## src/rtl/ts_sync_acq.sv

```systemverilog
module ts_sync_acq #(
  parameter int PKT_LEN = 204,
  parameter int SF_PKTS = 8,
  parameter int LOCK_SF = 3,
  parameter int LOSS_MISSES = 4,
  parameter logic [7:0] SYNC_BYTE = 8'h47
) (
  input  logic       clk,
  input  logic       rst_n,
  input  logic       in_valid,
  input  logic [7:0] in_byte,
  output logic       out_valid,
  output logic [7:0] out_byte,
  output logic       out_pkt_start,
  output logic       out_sf_start,
  output logic       out_lock
);
  localparam int POS_W = (PKT_LEN > 1) ? $clog2(PKT_LEN) : 1;
  localparam int SF_W  = (SF_PKTS > 1) ? $clog2(SF_PKTS) : 1;
  localparam int LK_W  = (LOCK_SF > 1) ? $clog2(LOCK_SF) : 1;
  localparam int MS_W  = (LOSS_MISSES > 1) ? $clog2(LOSS_MISSES) : 1;
  localparam logic [POS_W-1:0] POS_LAST = POS_W'(PKT_LEN - 1);
  localparam logic [SF_W-1:0]  SF_LAST  = SF_W'(SF_PKTS - 1);

  typedef enum logic [1:0] {HUNT, VERIFY, LOCKED} st_t;

  st_t              st, st_n;
  logic [POS_W-1:0] pos, pos_n;
  logic [SF_W-1:0]  sfi, sfi_n, nrm, nrm_n;
  logic             known, known_n;
  logic [LK_W-1:0]  done, done_n;
  logic [MS_W-1:0]  miss, miss_n;

  wire              is_norm  = (in_byte == SYNC_BYTE);
  wire              is_inv   = (in_byte == ~SYNC_BYTE);
  wire [POS_W-1:0]  cur      = (pos == POS_LAST) ? '0 : pos + 1'b1;
  wire              bnd      = (cur == '0);
  wire [SF_W-1:0]   nidx     = (sfi == SF_LAST) ? '0 : sfi + 1'b1;
  wire              want_inv = (nidx == '0);
  wire              sync_ok  = want_inv ? is_inv : is_norm;

  always_comb begin
    st_n    = st;
    pos_n   = pos;
    sfi_n   = sfi;
    nrm_n   = nrm;
    known_n = known;
    done_n  = done;
    miss_n  = miss;
    if (in_valid) begin
      unique case (st)
        HUNT: begin
          if (is_norm || is_inv) begin
            st_n    = VERIFY;
            pos_n   = '0;
            known_n = is_inv;
            sfi_n   = '0;
            nrm_n   = SF_W'(1);
            done_n  = '0;
          end
        end
        VERIFY: begin
          pos_n = cur;
          if (bnd) begin
            if (known) begin
              if (sync_ok) begin
                sfi_n = nidx;
                if (want_inv) begin
                  if (done == LK_W'(LOCK_SF - 1)) begin
                    st_n   = LOCKED;
                    miss_n = '0;
                  end else begin
                    done_n = done + 1'b1;
                  end
                end
              end else begin
                st_n = HUNT;
              end
            end else if (is_inv) begin
              known_n = 1'b1;
              sfi_n   = '0;
              done_n  = '0;
            end else if (is_norm && nrm != SF_LAST) begin
              nrm_n = nrm + 1'b1;
            end else begin
              st_n = HUNT;
            end
          end
        end
        LOCKED: begin
          pos_n = cur;
          if (bnd) begin
            sfi_n = nidx;
            if (sync_ok) miss_n = '0;
            else if (miss == MS_W'(LOSS_MISSES - 1)) st_n = HUNT;
            else miss_n = miss + 1'b1;
          end
        end
        default: st_n = HUNT;
      endcase
    end
  end

  wire pkt_n = in_valid && (st_n == LOCKED) && bnd;

  always_ff @(posedge clk) begin
    if (!rst_n) begin
      st            <= HUNT;
      pos           <= '0;
      sfi           <= '0;
      nrm           <= '0;
      known         <= 1'b0;
      done          <= '0;
      miss          <= '0;
      out_valid     <= 1'b0;
      out_byte      <= '0;
      out_pkt_start <= 1'b0;
      out_sf_start  <= 1'b0;
      out_lock      <= 1'b0;
    end else begin
      st            <= st_n;
      pos           <= pos_n;
      sfi           <= sfi_n;
      nrm           <= nrm_n;
      known         <= known_n;
      done          <= done_n;
      miss          <= miss_n;
      out_valid     <= in_valid;
      out_byte      <= in_valid ? in_byte : out_byte;
      out_pkt_start <= pkt_n;
      out_sf_start  <= pkt_n && want_inv;
      out_lock      <= (st_n == LOCKED);
    end
  end
endmodule


```

## config.mk

```make
export PLATFORM = sky130hd
export DESIGN_NAME = ts_sync_acq
export DESIGN_NICKNAME = d
export VERILOG_FILES = /design/src/rtl/ts_sync_acq.sv
export SDC_FILE = /design/constraint.sdc
export NUM_CORES = 1
export LEC_CHECK = 0
export BUFFER_PORTS_ARGS = -buffer_cell sky130_fd_sc_hd__buf_2
export CAP_MARGIN = 10
export CORE_MARGIN = 10
export CORE_UTILIZATION = 45
export DETAILED_ROUTE_END_ITERATION = 16
export SLEW_MARGIN = 20
export SYNTH_ARGS = -nofsm -noshare
export SYNTH_HDL_FRONTEND = slang
export SYNTH_SLANG_ARGS = --single-unit
```

## constraint.sdc

```tcl
create_clock -name clk -period 3.9 [get_ports clk]
set_input_delay 0.78 -clock clk [delete_from_list [all_inputs] [get_ports clk]]
set_output_delay 0.78 -clock clk [all_outputs]
set_load 0.02 [all_outputs]
```

---- Word level (Yosys, flattened, before mapping) ----
Cells that the tools add are included.
word-level totals
  register bits after elaboration ......... 33
  input bits .............................. 11
  logic and storage cells ................. 114
operators by class
  add/sub/neg operators ................... 5
  equal/unequal tests ..................... 25
  muxes and demuxes ....................... 53
  reduce and logical (&&, ||, !) cells .... 19
operators by type and width
  operator                                              number
  two-way mux 2 bit                                     27
  two-way mux 3 bit                                     12
  != test 2 bit (second input constant)                 10
  != test 3 bit (second input constant)                 6
  equality test 8 bit (second input constant)           2
  two-way mux 8 bit                                     2
  one-hot mux 8 bit (2 select lines)                    1
  AND reduction 7 bit                                   2
  one-hot mux 3 bit (3 select lines)                    1
  AND reduction 9 bit                                   1
  adder 8 x 1 -> 8 bit (second input constant)          1
  equality test 2 bit (second input constant)           4
  equality test 8 x 7 -> 1 bit (second input constant)  1
  zero test 8 bit                                       1
  one-hot mux 2 bit (2 select lines)                    2
  AND reduction 8 bit                                   1
  adder 3 x 1 -> 3 bit (second input constant)          2
  one-hot mux 2 bit (3 select lines)                    1
  one-hot mux 3 bit (2 select lines)                    1
  nonzero test 2 bit                                    3
  two-way mux 1 bit                                     5
  adder 2 x 1 -> 2 bit (second input constant)          2
  logical AND 1 bit                                     4
  AND reduction 4 bit                                   1
  other kinds (9)                                       9

---- Logic depth before layout (Yosys ltp) ----
  depth after elaboration ................. 13
  depth in mapped cells ................... 10
  depth with buffers taken out ............ 8

---- Worst setup path before layout ----
No wires, ideal clock.
  path type ............................... input to register
  start ................................... input port in_byte[3]
  end ..................................... register sfi[0]
  setup time .............................. 0.119 ns
  arrival time ............................ 2.568 ns
  data required time ...................... 3.781 ns
  setup slack ............................. 1.214 ns
  cell stages on the path ................. 7
  buffers on the path ..................... 1
  cell sequence ........................... or4b_4 > or2_4 > a31oi_2 > nand2_1 > or3_1 > buf_2 > mux2i_1
on the way
  word-level cells in the longest chain between the ends .. 4
  elaborated cells on any way between the ends .. 8
RTL lines
  element                                                              RTL line  RTL
  from (decl)                                                          11        input logic [7:0] in_byte,
  equality test 8 x 7 -> 1 bit or equality test 8 bit (tied branches)  34, 35
  two-way mux 1 bit or logical OR 1 bit (tied branches)                40, 53
  != test 3 bit (no line) or != test 2 bit (tied branches)             -
  AND reduction 7 bit (no line) (*)                                    -
  to (signal assigned)                                                 123       sfi <= sfi_n;
  to (decl)                                                            29        logic [SF_W-1:0] sfi, sfi_n, nrm, nrm_n;
Every way passes the cells marked *; elsewhere a longest branch is shown, timed or not.
A chain may end at the register's enable or synchronous reset.

---- Worst setup path after layout ----
  start ................................... register pos[0]
  end ..................................... register out_pkt_start
on the way
  word-level cells in the longest chain between the ends .. 9
  elaborated cells on any way between the ends .. 11
RTL lines
  element                                                      RTL line  RTL
  from (decl)                                                  28        logic [POS_W-1:0] pos, pos_n;
  from (signal assigned)                                       122       pos <= pos_n;
  adder 8 x 1 -> 8 bit or equality test 8 bit (tied branches)  36        wire [POS_W-1:0] cur = (pos == POS_LAST) ? '0 : pos + 1'b1;
  two-way mux 8 bit (*)                                        36
  zero test 8 bit (*)                                          37        wire bnd = (cur == '0);
  two-way mux 2 bit, on equally long branches                  92, 64
  one-hot mux 2 bit (3 select lines)                           51        unique case (st)
  two-way mux 2 bit                                            50        if (in_valid) begin
  equality test 2 bit                                          104       wire pkt_n = in_valid && (st_n == LOCKED) && bnd;
  logical AND 1 bit                                            104
  logical AND 1 bit (*)                                        104
  to (signal assigned)                                         130       out_pkt_start <= pkt_n;
  to (decl)                                                    14        output logic out_pkt_start,
Marks and branches as above.

==> impl_metrics.toml <==
[global_route]
track_usage = 0.1232
use_met3 = 0.03435
grt_max_degree = 37
antenna_found_initial = 0
grt_overflow_total = 0
use_met1 = 0.1608
grt_pass1_wl_um = 7879
met2_usage = 0.1931
grt-busiest-layer = "met2"
first_global_vias = 1704

[critical_path]
path_cells = "ha_1 -> nand4b_1 -> o221a_1 -> nor4_2 -> o21a_1 -> o211ai_1 -> a221o_1 -> and4_1"
worst-path-max-fanout = 10
cp.required_ns = 4.08
cp_slowest_stage_delay_ns = 0.47
cp.depth = 8
r2r_slack_ns = 1.03
critPathLaunchType = "flop"
reg2reg_depth = 8
cp_top_family = "compound AO/OA/AOI/OAI gates"
endpoint_kind = "flop"
reg2reg_to = "out_pkt_start"
cp_slowest_cell = "dfxtp_1"
timing.rr.start = "pos[0]"
arrival_ns = 3.05
crit_end = "out_pkt_start"
crit_buf_inv = 0
critical_path_class = "reg -> reg"
startpoint = "pos[0]"

[sta]
setup_violations = 0
hold_viol_final = 0
worst_pin_slew_ns = 0.6535
finalSetupTns_ns = 0
clock_skew_ns = 0.003185
post-route-min-period_ns = 2.873
slew_headroom = 0.5604
holdWs_ns = 0.4640
fin_ws_ns = 1.027
rsz0062_at_grt = "no"
slew_violations = 0
fmax_mhz = 348.0
fin_crit_sh = 0.7368

[clock_tree]
cts.htree.levels = 2
cts_tree = "yes"
cts_max_path_buffers = 2
cts_root_buf = "clkbuf_8"
post_cts_buffers = 0
clk-insertion-delay-late_ns = 0.28
ctsResizeCount = 0
path_clk_slew_ns = 0.07
cts_sinks = 33
cts_hold_buf = 0
cts_buffers = 5

[power]
p_leak_nw = 0.8930
total_power_w = 0.0006715
max-vdd-ir-drop_mv = 0.2333
p_per_area_mw_per_mm2 = 297.0

[logic_synthesis]
synth_top_area_cell = "dfxtp_1"
synth_edf_count = 0
synthCells = 245
ys_warn_count = 0
synth_top_cell_area_share = 0.3208
async_flop_share = 0
synth_area_sq_mm = 0.002059
ys_seq_area_frac = 0.3208
synthFlopType = "dfxtp_1"
syn_area_per_cell_sq_um = 8.406
ys_top_cells_by_area = "dfxtp_1 32%, mux2i_1 8.3%, ha_1 7.9%, nor2b_1 5.2%, nand2_1 4.6%"
synth_cell_type_count = 46
syn-num-nets = 269
synth.most_common_cell = "dfxtp_1"
synth-seq-cells = 33
yosys-top-cells-count = "33 x dfxtp_1, 25 x nand2_1, 17 x mux2i_1, 17 x nor2b_1, 14 x nor2_1"

[cells_and_area]
fill_cells = 443
layout-area-overhead-vs-synth_pct = 9.781
fin_nets = 283
stdcell_count = 312
antenna_cells = 0
drive_above_1_share = 0.1500

[floorplanning]
die_y_um = 87.65
num_io_pins = 23
chipWidth_um = 87.65
initial_utilization = 0.4697
fp-row-count = 24
die_area_sq_mm = 0.007683
core_sq_mm = 0.004384

[route]
drt_first_pass_iters = 4
routed_wl_um = 4510
vias = 1745
vias_per_cell = 5.593
drtIter0Drc = 86
wl_per_cell_um = 14.46
antenna_left = 0
drc = 0

[min_path]
hold_path.class = "reg -> reg"

[placement]
dp.cells = 304
gp_congestion = 0.8417
post-place-ws_ns = 0.9328
hpwl_um = 3300
portBuffers = 22

[run_status]
status = "completed"

[job]
drv_cap = 0
[cell type report]
type	instances	area, sq um	area share
Timing Repair Buffer	22	110.1	0.04870
Clock buffer	7	96.34	0.04261
Clock inverter	1	5.005	0.002214
Sequential cell	33	660.6	0.2922
Inverter	10	37.54	0.01660
Multi-Input combinational cell	187	1286	0.5689
Tap cell	52	65.06	0.02878
[metrics by stage]
step	cell area (sq um)	utilization
floorplan	2059	-
global placement	2160	0.4926
detailed placement	2160	0.4926
CTS	2261	0.5157
global route	2261	0.5157
finish	2261	0.5157
[kinds of logic after synthesis]
kind of cell / synth area share
simple gates: 0.2795
compound gates: 0.1835
flops: 0.3208
fa+ha+maj: 0.07898
mux: 0.08262
buf+inv: 0.05468
[registers in the layout (all words and copies together) (netlist names)]
register,flops
done,2
known,1
miss,2
nrm,3
out_byte,8
out_lock,1
out_pkt_start,1
out_sf_start,1
out_valid,1
pos,8
sfi,3
st,2
[how the worst min path moves through the flow]
stage | start | to | slack [ns] | cells past startpoint
6_report | done[0] | done[0] | 0.46 | 2
5_1_grt | done[0] | done[0] | 0.48 | 2
4_1_cts | sfi[1] | sfi[1] | 0.47 | 2
3_5_place_dp | done[0] | done[0] | 0.45 | 2
3_3_place_gp | done[0] | done[0] | 0.45 | 2
2_1_floorplan | done[0] | done[0] | 0.43 | 2
[placed cells by master (no fill, tap or decap), types with 3 or more instances in the layout]
cell type,Yosys,layout
nor3_1,7,7
and2_1,4,4
nand4_1,5,5
nand4b_1,5,5
inv_1,10,10
a21oi_1,10,10
mux2i_1,17,17
buf_2,2,22
nor2b_1,17,17
o21ai_0,12,12
and3_1,3,3
o211ai_1,5,5
o31ai_1,3,3
a211oi_1,3,3
nor2_1,14,14
o21a_1,4,4
dfxtp_1,33,33
ha_1,13,13
clkbuf_8,0,7
nand2_1,25,25
nand3_1,7,7
a31oi_1,3,3
a21boi_0,3,3
[where the power goes]
group	switching [W]	internal [W]	leakage (nW)	total, W
clock	0.000120	0.000159	0.0542	0.000280
combinational	0.0000282	0.0000185	0.571	0.0000466
sequential	0.00000268	0.000343	0.268	0.000345
total	0.000151	0.000520	0.893	0.000672
[worst reg2reg max path: stages, from the launching register on]
cell and delay, ns:
dfxtp_1 0.47, ha_1 0.35, nand4b_1 0.17, o221a_1 0.28, nor4_2 0.34, o21a_1 0.40
o211ai_1 0.16, a221o_1 0.41, and4_1 0.20
[metal layers]
| metal | vias to the layer above | wire length [um] |
|---|---|---|
| met1 | 799 | 2266 |
| met4 | 0 | 40 |
| li1 | 918 | - |
| met2 | 23 | 2024 |
| met3 | 5 | 178 |
| met5 | - | 0 |
(Power assumes the default switching activity.)
